`config.mk`:
```
export PLATFORM = sky130hd
export DESIGN_NAME = spi_xfer_engine
export DESIGN_NICKNAME = d
export VERILOG_FILES = /design/src/rtl/spi_eng_pkg.sv /design/src/rtl/spi_eng_regs.sv /design/src/rtl/spi_eng_sync.sv /design/src/rtl/spi_eng_baud.sv /design/src/rtl/spi_eng_shift.sv /design/src/rtl/spi_xfer_engine.sv
export SDC_FILE = /design/constraint.sdc
export NUM_CORES = 1
export LEC_CHECK = 0
export BUFFER_PORTS_ARGS = -buffer_cell sky130_fd_sc_hd__buf_2
export CAP_MARGIN = 20
export CORE_MARGIN = 5
export CORE_UTILIZATION = 56
export DETAILED_ROUTE_END_ITERATION = 8
export GPL_ROUTABILITY_DRIVEN = 1
export PLACE_DENSITY = 0.87
export SLEW_MARGIN = 20
export SYNTH_ARGS = -nofsm -noshare
export SYNTH_HDL_FRONTEND = slang
export SYNTH_HIERARCHICAL = 1
export SYNTH_SLANG_ARGS = --single-unit
```
`constraint.sdc`:
```
create_clock -name clk -period 5 [get_ports clk]
set_input_delay 0.25 -clock clk [delete_from_list [all_inputs] [get_ports clk]]
set_output_delay 0.25 -clock clk [all_outputs]
set_load 0.01 [all_outputs]
```
`src/rtl/spi_eng_pkg.sv`:
```
package spi_eng_pkg;

  localparam int REG_W  = 16;
  localparam int RATE_W = 8;

  typedef enum logic [1:0] {
    ST_IDLE = 2'd0,
    ST_RUN  = 2'd1,
    ST_HOLD = 2'd2
  } shift_st_t;

  // format word, MSB first: phase, polarity, frame code, size code, rate
  typedef struct packed {
    logic              cpha;
    logic              cpol;
    logic [1:0]        fcode;
    logic [3:0]        size;
    logic [RATE_W-1:0] rate;
  } fmt_reg_t;

  typedef struct packed {
    logic lb;
    logic role;
    logic en;
  } mode_reg_t;

endpackage

```
`src/rtl/spi_eng_regs.sv`:
```
module spi_eng_regs
  import spi_eng_pkg::*;
#(
  parameter int PSC_W = 8
) (
  input  logic             clk,
  input  logic             rst,
  input  logic             we,
  input  logic [1:0]       addr,
  input  logic [REG_W-1:0] wdata,
  output fmt_reg_t         fmt,
  output mode_reg_t        mode,
  output logic [PSC_W-1:0] psc
);

  always_ff @(posedge clk) begin
    if (rst) begin
      fmt  <= '0;
      mode <= '0;
      psc  <= '0;
    end else if (we) begin
      case (addr)
        2'd0: fmt <= fmt_reg_t'(wdata);
        2'd1: begin
          mode.en <= wdata[0];
          mode.lb <= wdata[2];
          // role may only move while the port is off
          if (!mode.en) mode.role <= wdata[1];
        end
        2'd2: psc <= {wdata[PSC_W-1:1], 1'b0};
        default: ;
      endcase
    end
  end

endmodule

```
`src/rtl/spi_eng_sync.sv`:
```
module spi_eng_sync #(
  parameter int         W       = 2,
  parameter int         STAGES  = 2,
  parameter logic [W-1:0] RST_VAL = '0
) (
  input  logic         clk,
  input  logic         rst,
  input  logic [W-1:0] d,
  output logic [W-1:0] q
);

  logic [STAGES-1:0][W-1:0] stg;

  for (genvar g = 0; g < STAGES; g++) begin : g_stage
    if (g == 0) begin : g_first
      always_ff @(posedge clk) begin
        if (rst) stg[g] <= RST_VAL;
        else     stg[g] <= d;
      end
    end else begin : g_next
      always_ff @(posedge clk) begin
        if (rst) stg[g] <= RST_VAL;
        else     stg[g] <= stg[g-1];
      end
    end
  end

  assign q = stg[STAGES-1];

endmodule

```
`src/rtl/spi_eng_baud.sv`:
```
module spi_eng_baud #(
  parameter int PSC_W  = 8,
  parameter int RATE_W = 8,
  localparam int HW    = PSC_W + RATE_W
) (
  input  logic              clk,
  input  logic              rst,
  input  logic              start,
  input  logic              run,
  input  logic [PSC_W-1:0]  psc,
  input  logic [RATE_W-1:0] rate,
  output logic              tick
);

  logic [HW-1:0]    half_q, cnt_q, half_d;
  logic [PSC_W-1:0] pe;

  always_comb begin
    pe = psc >> 1;
    if (pe == '0) pe = PSC_W'(1);
    half_d = HW'(pe) * (HW'(rate) + HW'(1));
  end

  assign tick = run && (cnt_q == half_q - HW'(1));

  always_ff @(posedge clk) begin
    if (rst) begin
      half_q <= HW'(1);
      cnt_q  <= '0;
    end else if (start) begin
      half_q <= half_d;
      cnt_q  <= '0;
    end else if (run) begin
      if (tick) cnt_q <= '0;
      else      cnt_q <= cnt_q + HW'(1);
    end
  end

endmodule

```
`src/rtl/spi_eng_shift.sv`:
```
module spi_eng_shift
  import spi_eng_pkg::*;
#(
  parameter int DATA_W = 16,
  localparam int LW    = $clog2(DATA_W) + 1,
  localparam int EW    = LW + 1
) (
  input  logic              clk,
  input  logic              rst,
  input  logic              en,
  input  logic              role,
  input  logic              lb,
  input  logic              cpol,
  input  logic              cpha,
  input  logic [3:0]        size,
  input  logic [1:0]        fcode,
  input  logic              tick,
  input  logic              sclk_s,
  input  logic              sel_s,
  input  logic [DATA_W-1:0] tx_data,
  input  logic              tx_valid,
  output logic              tx_ready,
  output logic              start,
  output logic              run_m,
  output logic [DATA_W-1:0] rx_data,
  output logic              rx_valid,
  output logic              sclk_out,
  output logic              sel_n_out,
  output logic              ser_out,
  input  logic              ser_in,
  output logic [LW-1:0]     len_out
);

  shift_st_t         st;
  logic [EW-1:0]     edge_q;
  logic [LW-1:0]     len_q, len_d;
  logic              cpha_q, lb_q, master_q, sclk_prev;
  logic [DATA_W-1:0] tx_sh, rx_sh, rx_nx;
  logic              ok, ev, smp, shf, last, in_bit;

  assign ok       = en && (fcode == 2'b00) && (size >= 4'd3);
  assign tx_ready = (st == ST_IDLE) && ok && (!role || !sel_s);
  assign start    = (st == ST_IDLE) && ok && (role ? !sel_s : tx_valid);
  assign run_m    = (st == ST_RUN) && master_q;

  assign len_d  = LW'(size) + LW'(1);
  assign ev     = master_q ? tick : (sclk_s ^ sclk_prev);
  assign smp    = (edge_q[0] == cpha_q);
  assign shf    = !smp && (edge_q != '0);
  assign last   = (edge_q == ({len_q, 1'b0} - EW'(1)));
  assign in_bit = lb_q ? tx_sh[DATA_W-1] : ser_in;
  assign rx_nx  = {rx_sh[DATA_W-2:0], in_bit};

  assign ser_out = tx_sh[DATA_W-1];
  assign len_out = len_q;

  always_ff @(posedge clk) begin
    if (rst) begin
      st        <= ST_IDLE;
      edge_q    <= '0;
      len_q     <= LW'(DATA_W);
      cpha_q    <= 1'b0;
      lb_q      <= 1'b0;
      master_q  <= 1'b1;
      sclk_prev <= 1'b0;
      tx_sh     <= '0;
      rx_sh     <= '0;
      rx_data   <= '0;
      rx_valid  <= 1'b0;
      sclk_out  <= 1'b0;
      sel_n_out <= 1'b1;
    end else begin
      rx_valid  <= 1'b0;
      sclk_prev <= sclk_s;
      case (st)
        ST_IDLE: begin
          sclk_out  <= cpol;
          sel_n_out <= 1'b1;
          tx_sh     <= '0;
          if (start) begin
            st        <= ST_RUN;
            edge_q    <= '0;
            len_q     <= len_d;
            cpha_q    <= cpha;
            lb_q      <= lb;
            master_q  <= !role;
            rx_sh     <= '0;
            sel_n_out <= role;
            tx_sh     <= tx_valid ? (tx_data << (LW'(DATA_W) - len_d)) : '0;
          end
        end
        ST_RUN: begin
          if (!en || (!master_q && sel_s)) begin
            st        <= ST_IDLE;
            sel_n_out <= 1'b1;
            sclk_out  <= cpol;
            tx_sh     <= '0;
          end else if (ev) begin
            if (smp)      rx_sh    <= rx_nx;
            if (shf)      tx_sh    <= tx_sh << 1;
            if (master_q) sclk_out <= ~sclk_out;
            if (last) begin
              rx_valid  <= 1'b1;
              rx_data   <= smp ? rx_nx : rx_sh;
              tx_sh     <= '0;
              sel_n_out <= 1'b1;
              st        <= master_q ? ST_IDLE : ST_HOLD;
            end else begin
              edge_q <= edge_q + EW'(1);
            end
          end
        end
        ST_HOLD: begin
          if (!en || sel_s) st <= ST_IDLE;
        end
        default: st <= ST_IDLE;
      endcase
    end
  end

endmodule

```
`src/rtl/spi_xfer_engine.sv`:
```
module spi_xfer_engine
  import spi_eng_pkg::*;
#(
  parameter int DATA_W      = 16,
  parameter int PSC_W       = 8,
  parameter int SYNC_STAGES = 2,
  localparam int LW         = $clog2(DATA_W) + 1
) (
  input  logic              clk,
  input  logic              rst,
  input  logic              cfg_we,
  input  logic [1:0]        cfg_addr,
  input  logic [REG_W-1:0]  cfg_wdata,
  input  logic [DATA_W-1:0] tx_data,
  input  logic              tx_valid,
  output logic              tx_ready,
  output logic [DATA_W-1:0] rx_data,
  output logic              rx_valid,
  output logic              sclk_out,
  output logic              sel_n_out,
  output logic              ser_out,
  input  logic              ser_in,
  input  logic              sclk_in,
  input  logic              sel_n_in
);

  fmt_reg_t         fmt;
  mode_reg_t        mode;
  logic [PSC_W-1:0] psc;
  logic             tick, start, run_m;
  logic [1:0]       sync_q;
  logic             cfg_en, cfg_role;
  logic [1:0]       fmt_code;
  logic [3:0]       size_code;
  logic [LW-1:0]    frame_len;

  assign cfg_en    = mode.en;
  assign cfg_role  = mode.role;
  assign fmt_code  = fmt.fcode;
  assign size_code = fmt.size;

  spi_eng_regs #(.PSC_W(PSC_W)) u_regs (
    .clk(clk), .rst(rst), .we(cfg_we), .addr(cfg_addr), .wdata(cfg_wdata),
    .fmt(fmt), .mode(mode), .psc(psc)
  );

  spi_eng_sync #(.W(2), .STAGES(SYNC_STAGES), .RST_VAL(2'b10)) u_sync (
    .clk(clk), .rst(rst), .d({sel_n_in, sclk_in}), .q(sync_q)
  );

  spi_eng_baud #(.PSC_W(PSC_W), .RATE_W(RATE_W)) u_baud (
    .clk(clk), .rst(rst), .start(start), .run(run_m),
    .psc(psc), .rate(fmt.rate), .tick(tick)
  );

  spi_eng_shift #(.DATA_W(DATA_W)) u_shift (
    .clk(clk), .rst(rst), .en(mode.en), .role(mode.role), .lb(mode.lb),
    .cpol(fmt.cpol), .cpha(fmt.cpha), .size(fmt.size), .fcode(fmt.fcode),
    .tick(tick), .sclk_s(sync_q[0]), .sel_s(sync_q[1]),
    .tx_data(tx_data), .tx_valid(tx_valid), .tx_ready(tx_ready),
    .start(start), .run_m(run_m), .rx_data(rx_data), .rx_valid(rx_valid),
    .sclk_out(sclk_out), .sel_n_out(sel_n_out), .ser_out(ser_out),
    .ser_in(ser_in), .len_out(frame_len)
  );

endmodule

```
==> out/qor.txt, run 1 <==
Mean Syn Cell Area = 9.09 µm²
internal power = 1.80 mW
Initial Utilization = 56.9%
final non-filler cell area = 0.0104 mm²
Sink Count = 130
largest net degree at the start of global routing = 51
critical path class = flop to flop
power share of the clock group = 49.2%
Worst Max-Slew Pin Slew = 0.978 ns
# rows = 46
clk slew on worst S/H paths = 0.07 ns
P per Cell Area = 238 mW/mm²
cts bufs inserted = 17
top-level I/O count = 62
Max Root-Sink Buffers = 2
GR Util met3 = 3.93%
CP Capture Type = flop
status = finished clean
Inserted Diodes = 0
vias = 7,537
Max VDD drop = 342 µV
Reg power frac = 42.8%
GRT Overall Usage = 22.4%
routed vias/inst = 5.86
Final WS setup = 0.0886 ns
routed wire length = 21,100 µm
r2r startpoint = u_regs/fmt[0]
dpl ws = -0.150 ns
clk_lat worst skew = 0.43 ns
worst hold path startpoint = cfg_wdata[13]
layout cells sized above 1 = 18.9%
number of synthesis warnings = 6
antenna viol nets, final = 0
gpl congestion = 0.940
P_sw = 0.674 mW
router iterations before antenna repair = 5
max-cap violation count = 0
Net Sw Frac = 27.2%
Final HPWL DP = 14,400 µm
gr busiest metal = met2
Worst Hold Class = input pin to flop
WHS Path Cells = 3
Synthesized Nets = 1,111
worst path arrival time = 5.22 ns
Area growth, synth to finish = 15.0%
Die W = 137 µm
Post-layout nets = 1,173
global-route wire length before repair = 34,300 µm
Worst setup SP type = flop
Fmax achieved = 204 MHz
area of placed instances = 0.00956 mm²
M1 GR Usage = 29.7%
GR Layer Usage met2 = 36.6%
Leakage = 4.22 nW
buffers added on ports = 61
clock root cell = clkbuf_16
final routed DRC violation total = 0
vias in the first global route = 7,281
initial antenna violation count = 0
Core ar. = 0.0159 mm²
reg-to-reg slack, setup = 0.09 ns
wire length per cell = 16.4 µm
drt initial violations = 594
Tmin final = 4.91 ns
critical path peak fanout = 3
die footprint = 0.0188 mm²
Synth Instances = 995
crit share post-route = 98.2%
Hold Vio Cnt, Final = 0
Worst Path Required = 5.31 ns
Slew Viols, Final = 0
reg2reg end = u_baud/half_q[11]
Gate power share = 8.1%
Setup Skew = 0.0163 ns
TritonCTS clock tree = built
Max-slew headroom = 34.8%
GR Overflow Total = 0
Endpoint, Worst Hold = u_regs/fmt[13]
R2R depth = 20
htree depth = 4
cell area after synthesis = 0.00904 mm²
setup violators final = 0
Die Y = 137 µm
worst max path at each step:
stage                             end           from  depth (start not counted)  slack (ns)
floorplan           u_baud/half_q[15]  u_regs/fmt[0]                         17       0.007
global placement    u_baud/half_q[15]  u_regs/fmt[1]                         17        0.03
detailed placement  u_baud/half_q[15]  u_regs/fmt[1]                         17       -0.15
CTS                 u_baud/half_q[14]  u_regs/fmt[1]                         18       -0.03
global route        u_baud/half_q[14]  u_regs/fmt[0]                         18       -0.10
finish              u_baud/half_q[11]  u_regs/fmt[0]                         20        0.09
power groups by stage:
stage	sequential (mW)	clock, mW	combinational, mW
2_1_floorplan	1.08	0	0.134
3_3_place_gp	1.08	0	0.180
3_5_place_dp	1.08	0	0.185
4_1_cts	1.06	1.23	0.188
5_1_grt	1.06	1.28	0.216
6_report	1.06	1.22	0.199
state kept, by name, indices dropped and copies added, names as in the netlist:
name,count
u_shift/st,2
u_baud/cnt_q,16
u_shift/rx_sh,16
u_shift/rx_valid,1
u_shift/edge_q,6
u_baud/half_q,16
u_shift/master_q,1
u_sync/stg,2
u_regs/psc,7
u_shift/tx_sh,16
u_shift/sel_n_out,1
u_regs/mode,3
u_regs/fmt,16
u_shift/sclk_prev,1
u_shift/lb_q,1
u_shift/len_out,5
u_shift/rx_data,16
u_sync/q,2
u_shift/cpha_q,1
u_shift/sclk_out,1
routing by layer:
layer,share of wire [%],up-vias
li1,-,3617
met1,43,3625
met2,50,260
met3,4.9,35
met4,1.9,0
met5,0,-
critical path: stages, from the launching register on:
cell      delay [ns]
dfxtp_4         0.38
ha_4            0.16
nand3_4         0.12
nor2_4          0.18
xnor2_2         0.14
buf_4           0.18
nor2b_2         0.05
fa_1            0.47
fa_1            0.51
fa_1            0.49
inv_1           0.05
fa_1            0.54
inv_1           0.05
ha_2            0.20
a2111o_1        0.44
a211oi_2        0.18
nor3_2          0.09
buf_4           0.14
nor2_1          0.14
xnor2_1         0.09
a22o_1          0.19
what timing repair did:
item | CTS | global route
pin swaps | 3 | 18
hold buffers | 1 | 0
resized for setup | 9 | 32
hold endpoints to repair | 1 | 0
setup endpoints to repair | 2 | 6
setup buffers | 0 | 3
final cells by class:
class	count	area [µm²]
repair buffers	94	572
clock inverters	15	158
well taps	216	270
multi-input cells	763	6170
inverters	51	191
fillers	1225	5490
clock buffers	17	425
flip-flops and latches	130	2610
metrics by stage:
stage	cells	hold slack [ns]	utilization, %	setup TNS (ns)	power [mW]
floorplan	995	0.322	-	0	1.21
global placement	1250	0.395	60.2	0	1.26
detailed placement	1250	0.400	60.2	-0.296	1.27
CTS	1283	0.0737	64.1	-0.0304	2.48
global route	1286	0.0891	65.5	-0.129	2.55
finish	1286	0.0781	65.5	0	2.48
cells in the final DEF (no fill, tap or decap), types with 23 or more instances in the layout:
cell	n
nor2b_1	41
dfxtp_1	125
buf_4	30
nor3_1	31
inv_1	47
mux2i_1	50
nor2_1	68
ha_1	36
buf_2	61
xor2_1	28
nand2_1	58
nand2b_1	53
xnor2_1	32
and2_1	23
nand3_1	33
a21oi_1	44
fa_1	34
Power figures use the tool's default switching activity.
==> run 2, diff against run 1 <==
--- a/config.mk
+++ b/config.mk
@@ -7,6 +7,7 @@
 export LEC_CHECK = 0
 export BUFFER_PORTS_ARGS = -buffer_cell sky130_fd_sc_hd__buf_2
 export CAP_MARGIN = 20
+export CORE_ASPECT_RATIO = 1.2
 export CORE_MARGIN = 5
 export CORE_UTILIZATION = 56
 export DETAILED_ROUTE_END_ITERATION = 8
==> out/qor.txt, run 2 (synthesized netlist as in run 1, its figures left out) <==
buffers added on ports = 61 (unchanged)
area of placed instances = 0.00959 mm² (+0.34%)
Max Root-Sink Buffers = 2 (unchanged)
routed wire length = 22,000 µm (+4.2%)
Levels on crit path = 18 (-10%)
cts hold-fix bufs = 0 (-1)
critical path peak fanout = 5 (+2)
CP most frequent cell = fa_1
GR Overflow Total = 0 (unchanged)
final non-filler cell area = 0.0104 mm² (+0.37%)
Critical Path End = u_baud/half_q[15]
CP Capture Type = flop
Worst Hold Class = input pin to flop
Sink Count = 130 (unchanged)
Worst Path Required = 5.30 ns (about the same)
Die Y = 149 µm (+8.8%)
Initial Utilization = 56.2% (-0.69 points)
reg-to-reg slack, setup = 0.16 ns (+0.07 ns)
dpl ws = -0.0540 ns (+0.0965 ns)
Area growth, synth to finish = 15.5%
worst path bufs/invs = 2 (-2)
clk_lat worst skew = 0.42 ns (about the same)
initial antenna violation count = 0 (unchanged)
crit share post-route = 96.9% (-1.3 points)
Leakage = 4.24 nW (+0.37%)
Post-layout nets = 1,176 (+0.26%)
most frequent cells in the layout = dfxtp_1, nor2_1, buf_2
most common cell after layout, fill and taps aside = dfxtp_1
TritonCTS clock tree = built
Inserted Diodes = 0 (unchanged)
Max VDD drop = 211 µV (-38%)
top-level I/O count = 62 (unchanged)
htree depth = 4 (unchanged)
Slowest Stage Delay on Critical Path = 0.56 ns (+0.02 ns)
routed vias/inst = 5.92 (+0.95%)
die footprint = 0.0188 mm² (about the same)
clk slew on worst S/H paths = 0.05 ns (-0.02 ns)
R2R depth = 18 (-10%)
Worst setup SP type = flop
r2r startpoint = u_regs/fmt[1]
# rows = 51 (+11%)
drt initial violations = 597 (+0.51%)
CP max stage cell = fa_1
critical path class = flop to flop
Final HPWL DP = 15,200 µm (+5.0%)
layout cells sized above 1 = 19.6% (+0.73 points)
clock root cell = clkbuf_16
worst-path cell chain = and3_4 -> nand3_4 -> nor2_2 -> xnor2_1 -> nor2b_1 -> fa_1 -> fa_1 -> fa_1 -> inv_1 -> fa_1 -> inv_1 -> ha_2 -> a2111o_1 -> a211oi_2 -> nor3_2 -> a221oi_2 -> xnor2_1 -> a22o_1
worst path arrival time = 5.15 ns (-0.07 ns)
final routed DRC violation total = 0 (unchanged)
Hold Vio Cnt, Final = 0 (unchanged)
antenna viol nets, final = 0 (unchanged)
setup violators final = 0 (unchanged)
hold_ws = 0.0632 ns (-0.0149 ns)
vias in the first global route = 7,430 (+2.0%)
cts bufs inserted = 17 (unchanged)
router iterations before antenna repair = 5 (unchanged)
P per Cell Area = 240 mW/mm² (+0.72%)
reg2reg end = u_baud/half_q[15]
Tmin final = 4.84 ns (-0.0665 ns)
largest net degree at the start of global routing = 65 (+27%)
Max-slew headroom = 37.9% (+3.1 points)
gpl congestion = 0.907 (-3.6%)
Worst Max-Slew Pin Slew = 0.924 ns (-0.0539 ns)
Setup Skew = 0.0108 ns (-0.00547 ns)
status = finished clean
GRT Overall Usage = 22.5% (+0.17 points)
CP delay by family, top = adder cells
Critical Path Source = u_regs/fmt[1]
global-route wire length before repair = 35,600 µm (+3.7%)
max-cap violation count = 0 (unchanged)
Final WS setup = 0.155 ns (+0.0665 ns)
Core ar. = 0.0161 mm² (+1.2%)
Die W = 126 µm (-8.1%)
wire length per cell = 17.2 µm (+4.4%)
Slew Viols, Final = 0 (unchanged)
vias = 7,591 (+0.72%)
Fmax achieved = 206 MHz (+1.4%)
## run 2: final cells by class
type                            count  area, µm²
Clock buffer                       19        453
Clock inverter                     11        138
Fill cell                        1216       5640
Inverter                           51        191
Multi-Input combinational cell    763       6190
Sequential cell                   130       2610
Tap cell                          212        265
Timing Repair Buffer               97        583
## run 2: worst reg2reg max path, cell delays in order (launching register included)
cell	delay, ns
dfxtp_4	0.36
and3_4	0.19
nand3_4	0.12
nor2_2	0.16
xnor2_1	0.16
nor2b_1	0.09
fa_1	0.49
fa_1	0.54
fa_1	0.56
inv_1	0.07
fa_1	0.54
inv_1	0.04
ha_2	0.21
a2111o_1	0.38
a211oi_2	0.18
nor3_2	0.09
a221oi_2	0.26
xnor2_1	0.10
a22o_1	0.19
## run 2: timing repair
item,in CTS,in global routing
endpoints found under the setup margin,1,6
setup buffers,0,2
pin swaps,2,26
resized for setup,4,46
## run 2: stage by stage
stage | setup TNS, ns | cells | util (%) | power (mW)
floorplan | 0 | 995 | - | 1.21
global placement | 0 | 1251 | 59.6 | 1.26
detailed placement | -0.0540 | 1251 | 59.6 | 1.27
CTS | 0 | 1281 | 63.5 | 2.50
global route | -0.123 | 1283 | 64.9 | 2.59
finish | 0 | 1283 | 64.9 | 2.50
## run 2: per-layer routing
layer	vias up	global-route usage, %	wire length (µm)
li1	3617	-	-
met1	3672	28.6	9080
met2	260	38.7	11200
met3	42	4.12	1180
met4	0	7.51	518
met5	-	0	0
## run 2: power by group
group | total, mW | switching [mW] | internal [mW]
Combinational | 0.203 | 0.110 | 0.0922
Sequential | 1.06 | 0.0150 | 1.05
Clock | 1.24 | 0.441 | 0.798
Total | 2.50 | 0.567 | 1.94
## run 2: worst min-delay path by stage
stage	start	end	depth (start not counted)	slack (ns)
5_1_grt	sel_n_in	u_sync/stg[1]	2	0.07
3_5_place_dp	u_sync/stg[1]	u_sync/q[1]	1	0.40
2_1_floorplan	rst	u_sync/q[0]	1	0.32
6_report	sel_n_in	u_sync/stg[1]	2	0.06
3_3_place_gp	u_sync/stg[1]	u_sync/q[1]	1	0.40
4_1_cts	sel_n_in	u_sync/stg[1]	2	0.05
